<file path="config.mk">
export PLATFORM = sky130hd
export DESIGN_NAME = adc_queue_seq
export DESIGN_NICKNAME = d
export VERILOG_FILES = /design/src/rtl/adc_seq_pkg.sv /design/src/rtl/reg_table.sv /design/src/rtl/queue_track.sv /design/src/rtl/seq_ctrl.sv /design/src/rtl/result_view.sv /design/src/rtl/adc_queue_seq.sv
export SDC_FILE = /design/constraint.sdc
export NUM_CORES = 2
export LEC_CHECK = 0
export BUFFER_PORTS_ARGS = -buffer_cell sky130_fd_sc_hd__buf_2
export CAP_MARGIN = 10
export CORE_UTILIZATION = 55
export CTS_BUF_LIST = sky130_fd_sc_hd__clkbuf_8
export CTS_CLUSTER_DIAMETER = 150
export DETAILED_ROUTE_END_ITERATION = 7
export GPL_TIMING_DRIVEN = 0
export PLACE_DENSITY = 0.79
export SETUP_SLACK_MARGIN = 0.1
export SKIP_LAST_GASP = 1
export SLEW_MARGIN = 20
export SYNTH_ARGS = -nofsm -noshare
export SYNTH_HDL_FRONTEND = slang
export SYNTH_SLANG_ARGS = --single-unit
</file>
<file path="constraint.sdc">
create_clock -name clk_i -period 7.3 [get_ports clk_i]
set_clock_uncertainty 0.05 [all_clocks]
set_input_delay 1.46 -clock clk_i [delete_from_list [all_inputs] [get_ports clk_i]]
set_output_delay 1.46 -clock clk_i [all_outputs]
set_load 0.05 [all_outputs]
</file>
<file path="src/rtl/adc_seq_pkg.sv">
package adc_seq_pkg;
  localparam int unsigned CHAN_W = 6;
  localparam int unsigned IST_W  = 2;

  typedef struct packed {
    logic              pause;
    logic              alt_ref;
    logic [IST_W-1:0]  ist;
    logic [CHAN_W-1:0] chan;
  } ccw_t;

  localparam int unsigned CCW_W = $bits(ccw_t);
  localparam logic [CHAN_W-1:0] CHAN_EOQ = '1;

  typedef enum logic [1:0] {
    FMT_RIGHT  = 2'd0,
    FMT_LEFT   = 2'd1,
    FMT_SIGNED = 2'd2,
    FMT_NONE   = 2'd3
  } rd_fmt_e;

  typedef enum logic [1:0] {
    Q_IDLE  = 2'd0,
    Q_RUN   = 2'd1,
    Q_PAUSE = 2'd2
  } qstate_e;

  typedef enum logic {
    S_PICK = 1'b0,
    S_WAIT = 1'b1
  } seq_state_e;
endpackage

</file>
<file path="src/rtl/reg_table.sv">
module reg_table #(
  parameter int unsigned ENTRIES = 64,
  parameter int unsigned W       = 10,
  parameter logic [W-1:0] RST_VAL = '0,
  localparam int unsigned AW     = $clog2(ENTRIES)
) (
  input  logic          clk_i,
  input  logic          rst_ni,
  input  logic          we_i,
  input  logic [AW-1:0] waddr_i,
  input  logic [W-1:0]  wdata_i,
  input  logic [AW-1:0] raddr_i,
  output logic [W-1:0]  rdata_o
);
  logic [W-1:0] mem_q [ENTRIES];

  always_ff @(posedge clk_i or negedge rst_ni) begin
    if (!rst_ni) begin
      for (int i = 0; i < ENTRIES; i++) mem_q[i] <= RST_VAL;
    end else if (we_i) begin
      mem_q[waddr_i] <= wdata_i;
    end
  end

  assign rdata_o = mem_q[raddr_i];

  AST_WRITE_LANDS: assert property (@(posedge clk_i) disable iff (!rst_ni)
    we_i |=> mem_q[$past(waddr_i)] == $past(wdata_i));
endmodule

</file>
<file path="src/rtl/queue_track.sv">
module queue_track
  import adc_seq_pkg::*;
#(
  parameter int unsigned IDX_W = 6
) (
  input  logic             clk_i,
  input  logic             rst_ni,
  input  logic             trig_i,
  input  logic [IDX_W-1:0] base_i,
  input  logic             step_i,
  input  logic             step_pause_i,
  input  logic             stop_i,
  output logic [IDX_W-1:0] ptr_o,
  output logic             run_o,
  output logic             active_o,
  output logic             paused_o,
  output logic             complete_o,
  output logic             end_o
);
  qstate_e          st_q;
  logic [IDX_W-1:0] ptr_q;
  logic             cmp_q, end_q;

  always_ff @(posedge clk_i or negedge rst_ni) begin
    if (!rst_ni) begin
      st_q  <= Q_IDLE;
      ptr_q <= '0;
      cmp_q <= 1'b0;
      end_q <= 1'b0;
    end else begin
      end_q <= stop_i;
      if (stop_i) begin
        st_q  <= Q_IDLE;
        cmp_q <= 1'b1;
      end else if (step_i) begin
        ptr_q <= ptr_q + 1'b1;
        if (step_pause_i) st_q <= Q_PAUSE;
      end else if (trig_i) begin
        case (st_q)
          Q_IDLE: begin
            ptr_q <= base_i;
            st_q  <= Q_RUN;
            cmp_q <= 1'b0;
          end
          Q_PAUSE: st_q <= Q_RUN;
          default: ;  // running: trigger ignored
        endcase
      end
    end
  end

  assign ptr_o      = ptr_q;
  assign run_o      = (st_q == Q_RUN);
  assign active_o   = (st_q != Q_IDLE);
  assign paused_o   = (st_q == Q_PAUSE);
  assign complete_o = cmp_q;
  assign end_o      = end_q;

  AST_STOP_STEP_EXCL: assert property (@(posedge clk_i) disable iff (!rst_ni)
    !(stop_i && step_i));
  AST_END_PULSE_STATE: assert property (@(posedge clk_i) disable iff (!rst_ni)
    end_o |-> complete_o && !active_o);
  AST_PAUSE_HOLDS: assert property (@(posedge clk_i) disable iff (!rst_ni)
    paused_o && !trig_i |=> paused_o && $stable(ptr_o));
  AST_START_ON_TRIG: assert property (@(posedge clk_i) disable iff (!rst_ni)
    $rose(active_o) |-> $past(trig_i));
endmodule

</file>
<file path="src/rtl/seq_ctrl.sv">
module seq_ctrl
  import adc_seq_pkg::*;
#(
  parameter int unsigned ENTRIES = 64,
  parameter int unsigned RES_W   = 10,
  localparam int unsigned IDX_W  = $clog2(ENTRIES)
) (
  input  logic              clk_i,
  input  logic              rst_ni,
  input  logic [1:0]        run_i,
  input  logic [IDX_W-1:0]  ptr0_i,
  input  logic [IDX_W-1:0]  ptr1_i,
  input  logic [IDX_W-1:0]  q2_base_i,
  output logic [IDX_W-1:0]  ccw_addr_o,
  input  ccw_t              ccw_i,
  output logic [1:0]        step_o,
  output logic              step_pause_o,
  output logic [1:0]        stop_o,
  output logic              conv_start_o,
  output logic [CHAN_W-1:0] conv_chan_o,
  output logic              conv_alt_ref_o,
  output logic [IST_W-1:0]  conv_ist_o,
  input  logic              conv_done_i,
  input  logic [RES_W-1:0]  conv_data_i,
  output logic              res_we_o,
  output logic [IDX_W-1:0]  res_addr_o,
  output logic [RES_W-1:0]  res_data_o
);
  localparam logic [IDX_W-1:0] LAST = IDX_W'(ENTRIES - 1);

  seq_state_e        st_q;
  logic              cur_q_q, cur_pause_q, start_q;
  logic [IDX_W-1:0]  cur_ptr_q;
  logic [CHAN_W-1:0] chan_q;
  logic              ref_q;
  logic [IST_W-1:0]  ist_q;

  logic             pick_valid, pick_q, hit_end;
  logic [IDX_W-1:0] pick_ptr;

  // queue 1 wins whenever it is runnable
  assign pick_valid = |run_i;
  assign pick_q     = !run_i[0];
  assign pick_ptr   = pick_q ? ptr1_i : ptr0_i;
  assign ccw_addr_o = pick_ptr;
  assign hit_end    = (ccw_i.chan == CHAN_EOQ) || (!pick_q && pick_ptr == q2_base_i);

  always_comb begin
    step_o       = '0;
    stop_o       = '0;
    step_pause_o = cur_pause_q;
    res_we_o     = 1'b0;
    if (st_q == S_PICK) begin
      if (pick_valid && hit_end) stop_o[pick_q] = 1'b1;
    end else if (conv_done_i) begin
      res_we_o = 1'b1;
      if (cur_ptr_q == LAST) stop_o[cur_q_q] = 1'b1;
      else                   step_o[cur_q_q] = 1'b1;
    end
  end

  always_ff @(posedge clk_i or negedge rst_ni) begin
    if (!rst_ni) begin
      st_q        <= S_PICK;
      cur_q_q     <= 1'b0;
      cur_pause_q <= 1'b0;
      cur_ptr_q   <= '0;
      start_q     <= 1'b0;
      chan_q      <= '0;
      ref_q       <= 1'b0;
      ist_q       <= '0;
    end else begin
      start_q <= 1'b0;
      case (st_q)
        S_PICK: if (pick_valid && !hit_end) begin
          start_q     <= 1'b1;
          chan_q      <= ccw_i.chan;
          ref_q       <= ccw_i.alt_ref;
          ist_q       <= ccw_i.ist;
          cur_q_q     <= pick_q;
          cur_ptr_q   <= pick_ptr;
          cur_pause_q <= ccw_i.pause;
          st_q        <= S_WAIT;
        end
        default: if (conv_done_i) st_q <= S_PICK;
      endcase
    end
  end

  assign conv_start_o   = start_q;
  assign conv_chan_o    = chan_q;
  assign conv_alt_ref_o = ref_q;
  assign conv_ist_o     = ist_q;
  assign res_addr_o     = cur_ptr_q;
  assign res_data_o     = conv_data_i;

  AST_START_PULSE: assert property (@(posedge clk_i) disable iff (!rst_ni)
    conv_start_o |=> !conv_start_o);
  AST_ONE_QUEUE_ACTION: assert property (@(posedge clk_i) disable iff (!rst_ni)
    $onehot0({step_o, stop_o}));
  AST_START_FROM_RUNNING: assert property (@(posedge clk_i) disable iff (!rst_ni)
    conv_start_o |-> run_i[cur_q_q]);
  AST_NO_EOQ_START: assert property (@(posedge clk_i) disable iff (!rst_ni)
    conv_start_o |-> conv_chan_o != CHAN_EOQ);
endmodule

</file>
<file path="src/rtl/result_view.sv">
module result_view
  import adc_seq_pkg::*;
#(
  parameter int unsigned RES_W = 10,
  parameter int unsigned OUT_W = 16
) (
  input  logic [RES_W-1:0] res_i,
  input  logic [1:0]       fmt_i,
  output logic [OUT_W-1:0] data_o
);
  localparam int unsigned PAD = OUT_W - RES_W;

  always_comb begin
    case (rd_fmt_e'(fmt_i))
      FMT_RIGHT:  data_o = {{PAD{1'b0}}, res_i};
      FMT_LEFT:   data_o = {res_i, {PAD{1'b0}}};
      FMT_SIGNED: data_o = {~res_i[RES_W-1], res_i[RES_W-2:0], {PAD{1'b0}}};
      default:    data_o = '0;
    endcase
  end
endmodule

</file>
<file path="src/rtl/adc_queue_seq.sv">
module adc_queue_seq
  import adc_seq_pkg::*;
#(
  parameter int unsigned ENTRIES = 64,
  parameter int unsigned RES_W   = 10,
  parameter int unsigned OUT_W   = 16,
  localparam int unsigned IDX_W  = $clog2(ENTRIES)
) (
  input  logic              clk_i,
  input  logic              rst_ni,
  input  logic              cmd_we_i,
  input  logic [IDX_W-1:0]  cmd_addr_i,
  input  logic [CCW_W-1:0]  cmd_wdata_i,
  input  logic [IDX_W-1:0]  q2_base_i,
  input  logic [1:0]        trig_i,
  output logic              conv_start_o,
  output logic [CHAN_W-1:0] conv_chan_o,
  output logic              conv_alt_ref_o,
  output logic [IST_W-1:0]  conv_ist_o,
  input  logic              conv_done_i,
  input  logic [RES_W-1:0]  conv_data_i,
  input  logic [IDX_W-1:0]  rd_addr_i,
  input  logic [1:0]        rd_fmt_i,
  output logic [OUT_W-1:0]  rd_data_o,
  output logic [1:0]        q_active_o,
  output logic [1:0]        q_paused_o,
  output logic [1:0]        q_complete_o,
  output logic [1:0]        q_end_o
);
  localparam logic [CCW_W-1:0] CCW_RST = CCW_W'(CHAN_EOQ);

  logic [IDX_W-1:0] ccw_addr, res_addr;
  logic [CCW_W-1:0] ccw_raw;
  logic [RES_W-1:0] res_wdata, res_rdata;
  logic             res_we, step_pause;
  logic [1:0]       step, stop, run;
  logic [IDX_W-1:0] qptr [2];

  reg_table #(.ENTRIES(ENTRIES), .W(CCW_W), .RST_VAL(CCW_RST)) u_cmd_tab (
    .clk_i, .rst_ni,
    .we_i(cmd_we_i), .waddr_i(cmd_addr_i), .wdata_i(cmd_wdata_i),
    .raddr_i(ccw_addr), .rdata_o(ccw_raw)
  );

  for (genvar q = 0; q < 2; q++) begin : g_queue
    queue_track #(.IDX_W(IDX_W)) u_q (
      .clk_i, .rst_ni,
      .trig_i(trig_i[q]),
      .base_i((q == 0) ? '0 : q2_base_i),
      .step_i(step[q]), .step_pause_i(step_pause), .stop_i(stop[q]),
      .ptr_o(qptr[q]), .run_o(run[q]),
      .active_o(q_active_o[q]), .paused_o(q_paused_o[q]),
      .complete_o(q_complete_o[q]), .end_o(q_end_o[q])
    );
  end

  seq_ctrl #(.ENTRIES(ENTRIES), .RES_W(RES_W)) u_seq (
    .clk_i, .rst_ni,
    .run_i(run), .ptr0_i(qptr[0]), .ptr1_i(qptr[1]), .q2_base_i,
    .ccw_addr_o(ccw_addr), .ccw_i(ccw_t'(ccw_raw)),
    .step_o(step), .step_pause_o(step_pause), .stop_o(stop),
    .conv_start_o, .conv_chan_o, .conv_alt_ref_o, .conv_ist_o,
    .conv_done_i, .conv_data_i,
    .res_we_o(res_we), .res_addr_o(res_addr), .res_data_o(res_wdata)
  );

  reg_table #(.ENTRIES(ENTRIES), .W(RES_W), .RST_VAL('0)) u_res_tab (
    .clk_i, .rst_ni,
    .we_i(res_we), .waddr_i(res_addr), .wdata_i(res_wdata),
    .raddr_i(rd_addr_i), .rdata_o(res_rdata)
  );

  result_view #(.RES_W(RES_W), .OUT_W(OUT_W)) u_view (
    .res_i(res_rdata), .fmt_i(rd_fmt_i), .data_o(rd_data_o)
  );
endmodule

</file>
# Word level (Yosys, flattened, before mapping)
# Cells that the tools add are included.
# word_totals
reg_bits	1319
latch_bits	0
mem_bits_rw	0
mem_bits_ro	0
input_bits	46
wordCells	268
n_memories	0
# op_classes
addsub	2
mul	0
n_div	0
magnitude_cmp	10
eq_ne	13
shift	0
n_mux	54
bitwise_logic	8
reduce_logical	37
# op_table
operator	n
$bwmux W640	2
$bmux W10 S6	2
$demux W10 S6	2
$mux W10	6
$pmux W16 S3	1
$mux W6	7
$mux W2	16
$ge A7 B7 Y1 const B	4
$not A6 Y7	4
$reduce_bool A2 Y1	10
$reduce_and A3 Y1	6
$mux W1	16
$lt A7 B1 Y1 const B	2
$add A6 B1 Y6 const B	2
$eq A6 B6 Y1 const B	2
$reduce_bool A3 Y1	4
$logic_and A1 B1 Y1	7
$eq A2 B1 Y1 const B	3
$eq A2 B2 Y1 const B	3
$eq A6 B6 Y1	1
$logic_not A2 Y1	3
$ne A3 B1 Y1 const B	2
$reduce_or A2 Y1	3
$lt A1 B2 Y1 const B	2
7 further kinds	14

# Logic depth before layout (Yosys ltp)
# logic_depth
ltp_word	13
depth_mapped	16
mapped_depth_nobuf	10

# Modules after synthesis
# From an unflattened synthesis, not the netlist that was laid out.
# hier_totals
cells_unflattened	3948
area_unflattened_um2	61605.3
# modules_own_cells
module	instances	cells_each	area_per_inst_um2
reg_table (u_cmd_tab)	1	1851	29762.3
reg_table (u_res_tab)	1	1851	29281.8
queue_track	2	66	618.1
seq_ctrl	1	86	1091.0
result_view	1	27	230.2
adc_queue_seq	1	1	3.8

# Worst setup path before layout
# OpenSTA, ideal clock, no wires.
# synth_path
path_kind	input to output
from	in rd_addr_i[0]
to	out rd_data_o[15]
arrival_ns	4.857
path_slack_ns	0.933
stages	7
n_path_buf	3
path_cell_list	clkbuf_1 clkbuf_1 buf_1 mux4_2 mux4_2 mux4_2 o22ai_1
# synth_via
elab_chain_len	6
# synth_rtl
item	line_no	text
start: declaration	adc_queue_seq.sv:22	input logic [IDX_W-1:0] rd_addr_i,
$not A6 Y7 (not written as such) *	reg_table.sv:25	assign rdata_o = mem_q[raddr_i];
$bmux W10 S6 *	reg_table.sv:25	
$mux W10 (not written as such) * (2 in series)	reg_table.sv:25	
$not A1 Y1	result_view.sv:17	FMT_SIGNED: data_o = {~res_i[RES_W-1], res_i[RES_W-2:0], {PAD{1'b0}}};
$pmux W16 S3 *	result_view.sv:14	case (rd_fmt_e'(fmt_i))
end: declaration	adc_queue_seq.sv:24	output logic [OUT_W-1:0] rd_data_o,
# Mark *: on every way between the ends. The rest lies on a longest branch, timed or not. The select of a mux whose other input is x is not followed.

# Final worst setup path
# layout_path
from	in rd_addr_i[0]
to	out rd_data_o[4]
# layout_via
elab_chain_len	5
# layout_rtl
item	line_no
$not A6 Y7 (not written as such)	reg_table.sv:25
$bmux W10 S6	reg_table.sv:25
$mux W10 (not written as such) (2 in series)	reg_table.sv:25
$pmux W16 S3	result_view.sv:14
# No other way between the ends. The select of a mux whose other input is x is not followed.

==> flow_metrics.tcl <==
set metrics [dict create \
    worst_hold_slack_ns 0.4283 \
    r2r_cells 13 \
    grtUsageMet1_pct 44.24 \
    first_pass_iters 6 \
    synth_edf_count 0 \
    grt_max_degree 147 \
    die_x_microns 339.1 \
    p_sw_share_pct 35.41 \
    die_area_sq_um 115000 \
    whs_endpoint "u_res_tab.mem_q[7]" \
    switchingPower_uw 8766 \
    finalCritPeriodShare_pct 94.84 \
    r2r_slack_ns 1.16 \
    nets 4669 \
    num_rows 123 \
    grt_pass1_wl_microns 272100 \
    ys.flop_type "dfrtp_1" \
    insertion_delay_ns 0.91 \
    worstMarginPinSlew_ns 1.255 \
    timing.setup.tns_ns 0 \
    cts_setup_buffers 0 \
    drc 0 \
    worstPathArrival_ns 5.41 \
    die_y_microns 339.1 \
    start_util_pct 55.54 \
    hold_buffers 0 \
    ir_drop_mv 0.2495 \
    gp_congestion 0.9485 \
    track_usage_pct 31.83 \
    yosys_warnings 0 \
    setup_viol 0 \
    rr_startpoint "g_queue[0].u_q.st_q[1]" \
    maxSlewViolCount 0 \
    cp-end-kind "output port" \
    num_vias 41020 \
    p_leak_uw 0.03105 \
    placed_area_sq_um 65180 \
    clkPwrFrac_pct 26.9 \
    power_density_nw_per_um2 354.9 \
    use_met2_pct 46.99 \
    fmax_ghz 0.1444 \
    ios 80 \
    antenna_found_initial 12 \
    cp_max_fo 10 \
    via_per_inst 6.504 \
    wl_per_cell_microns 28.80 \
    hp-class "register to register" \
    netlist_area_sq_um 62480 \
    grtUsageMet3_pct 10.87 \
    design_area_sq_um 69760 \
    ant_nets 0 \
    total_power_uw 24760 \
    cts.clk_slew.worst_paths_ns 0.06 \
    rr_endpoint "u_seq.res_addr_o[4]" \
    seq_area_frac_synth_pct 53.59 \
    ys_ff_latch 1319 \
    syn_nets 4387 \
    port-buffer-count 47 \
    h-tree-depth 4 \
    post-place-ws_ns 0.1067 \
    rsz0062_at_grt "false" \
    clockRootBuffer "clkbuf_8" \
    syn_avg_cell_area_sq_um 14.40 \
    syn-instance-count 4339 \
    dpl.hpwl_microns 127400 \
    cts_buffers 212 \
    setup_ws_ns 0.3766 \
    cts_tree "done" \
    grt_pass1_vias 42340 \
    p_int_uw 15990 \
    worstSetupPathType "input pin to output port" \
    slew_headroom_pct 15.56 \
    finalHoldViolCount 0 \
    syn2layout_area_growth_pct 11.64 \
    clock_sinks 1319 \
    busiest_layer "met2" \
    drv_cap 0 \
    holdPathStages 2 \
    period_minus_slack_ns 6.923 \
    outcome "finished clean" \
    grt-ovfl-total 0 \
    drive_gt1_share_pct 52.19 \
    clock_path_buffers 3 \
    hold_start "u_res_tab.mem_q[7]" \
    ys_types 66 \
    coreArea_sq_um 112500 \
    p_comb_share_pct 33.5 \
    seq_power_share_pct 39.6 \
    cp.required_ns 5.79 \
    routed_wl_microns 181700 \
    start_kind "input pin" \
    drtIter0Drc 4518 \
    async_reset_ff_share_pct 100.0 \
]
-- sequential cells by signal (all words and copies together), names as in the netlist, 4 cells and up --
name / flops
g_queue.u_q.ptr_o: 12
g_queue.u_q.st_q: 4
u_cmd_tab.mem_q: 640
u_res_tab.mem_q: 640
u_seq.conv_chan_o: 6
u_seq.res_addr_o: 6
-- worst max-delay path by stage --
stage | startpoint | to | slack (ns) | depth (start not counted)
floorplan | rd_addr_i[0] | rd_data_o[15] | 0.93 | 7
global placement | rst_ni | u_cmd_tab.mem_q[47] | -23.57 | 1
detailed placement | rd_addr_i[0] | rd_data_o[4] | 0.11 | 8
CTS | rd_addr_i[0] | rd_data_o[4] | 0.10 | 8
global route | rd_addr_i[0] | rd_data_o[5] | 0.13 | 8
finish | rd_addr_i[0] | rd_data_o[4] | 0.38 | 8
-- cells in the final DEF, fill, tap and decap left out, types with 46 or more instances in the layout --
master and instances:
buf_1 46, inv_1 107, nor2_1 95, dfstp_2 384, clkbuf_1 224, nor2_2 54, clkbuf_8 284, mux4_2 281
nand2_1 246, dfrtp_1 935, mux2_2 1287, mux2i_1 158, buf_2 85, a211oi_1 66, a21oi_1 69
-- kinds of logic after synthesis --
kind of cell,synth area share [%]
xor gates and xnor gates,0.1121
adders and majority gates,0.04004
DFF,53.59
buffers and inverters,2.557
AOI/OAI and AO/OA,3.340
and+or+nand+nor,4.359
muxes,36.00
-- cells in the mapped netlist, drive strengths merged (8+ instances only) --
library cell | n | area, sq um
nand3 | 23 | 115.1
nand2b | 31 | 193.9
nor2 | 149 | 559.3
inv | 36 | 135.1
a311oi | 9 | 78.83
nor3 | 17 | 85.08
nand2 | 246 | 923.4
nor4 | 27 | 168.9
dfstp | 384 | 10090
a21oi | 70 | 350.3
mux4 | 281 | 6329
a211oi | 68 | 528.0
nor3b | 8 | 60.06
buf | 118 | 606.8
mux2i | 158 | 1582
nor2b | 15 | 93.84
o32ai | 20 | 175.2
o21ai | 43 | 215.2
o22ai | 20 | 131.4
o221ai | 9 | 78.83
dfrtp | 935 | 23400
a31oi | 19 | 118.9
or3 | 10 | 62.56
and2 | 14 | 87.58
mux2 | 1293 | 14580
clkbuf | 228 | 855.8
and3 | 19 | 118.9
a221oi | 10 | 87.58
-- worst max-delay path: stages --
cell and delay [ns]:
clkbuf_1 0.29, buf_1 0.77, buf_1 0.87, mux4_2 0.61, mux4_2 0.53, mux4_2 0.48
and2_1 0.17, buf_2 0.20
-- timing repair --
action | in CTS | in global routing
setup endpoints to repair | 0 | 8
endpoints found under the hold margin | 0 | 0
gates resized for setup | 0 | 5
-- per-stage QoR --
| stage | utilization, % | cells |
|---|---|---|
| after floorplan | - | 4339 |
| after CTS | 61.94 | 6298 |
| after detailed placement | 57.93 | 5907 |
| after global routing | 62.00 | 6305 |
| final | 62.01 | 6307 |
| after global placement | 57.42 | 5886 |
-- cell type report --
class,instances,area (sq um)
Clock inverter,107,591.8
Tap cell,1500,1877
Antenna cell,9,22.52
Buffer,346,1484
Sequential cell,1319,33490
Inverter,36,135.1
Multi-Input combinational cell,2638,27570
Clock buffer,284,3909
Timing Repair Buffer,68,683.2
Fill cell,8208,42740
-- routing by layer --
layer | vias up | part of all wire (%)
met4 | 0 | 3.1
met5 | - | 0
li1 | 16600 | -
met1 | 21900 | 41
met2 | 2066 | 45
met3 | 458 | 11
-- power groups by stage --
stage | registers [uW] | clock network (uW) | logic, uW
after floorplan | 9670 | 0 | 5310
after global placement | 9800 | 0 | 7790
after detailed placement | 9870 | 0 | 7990
after CTS | 9760 | 6680 | 8020
after global routing | 9960 | 7020 | 8580
final | 9800 | 6660 | 8290
Power figures use the tool's default switching activity.
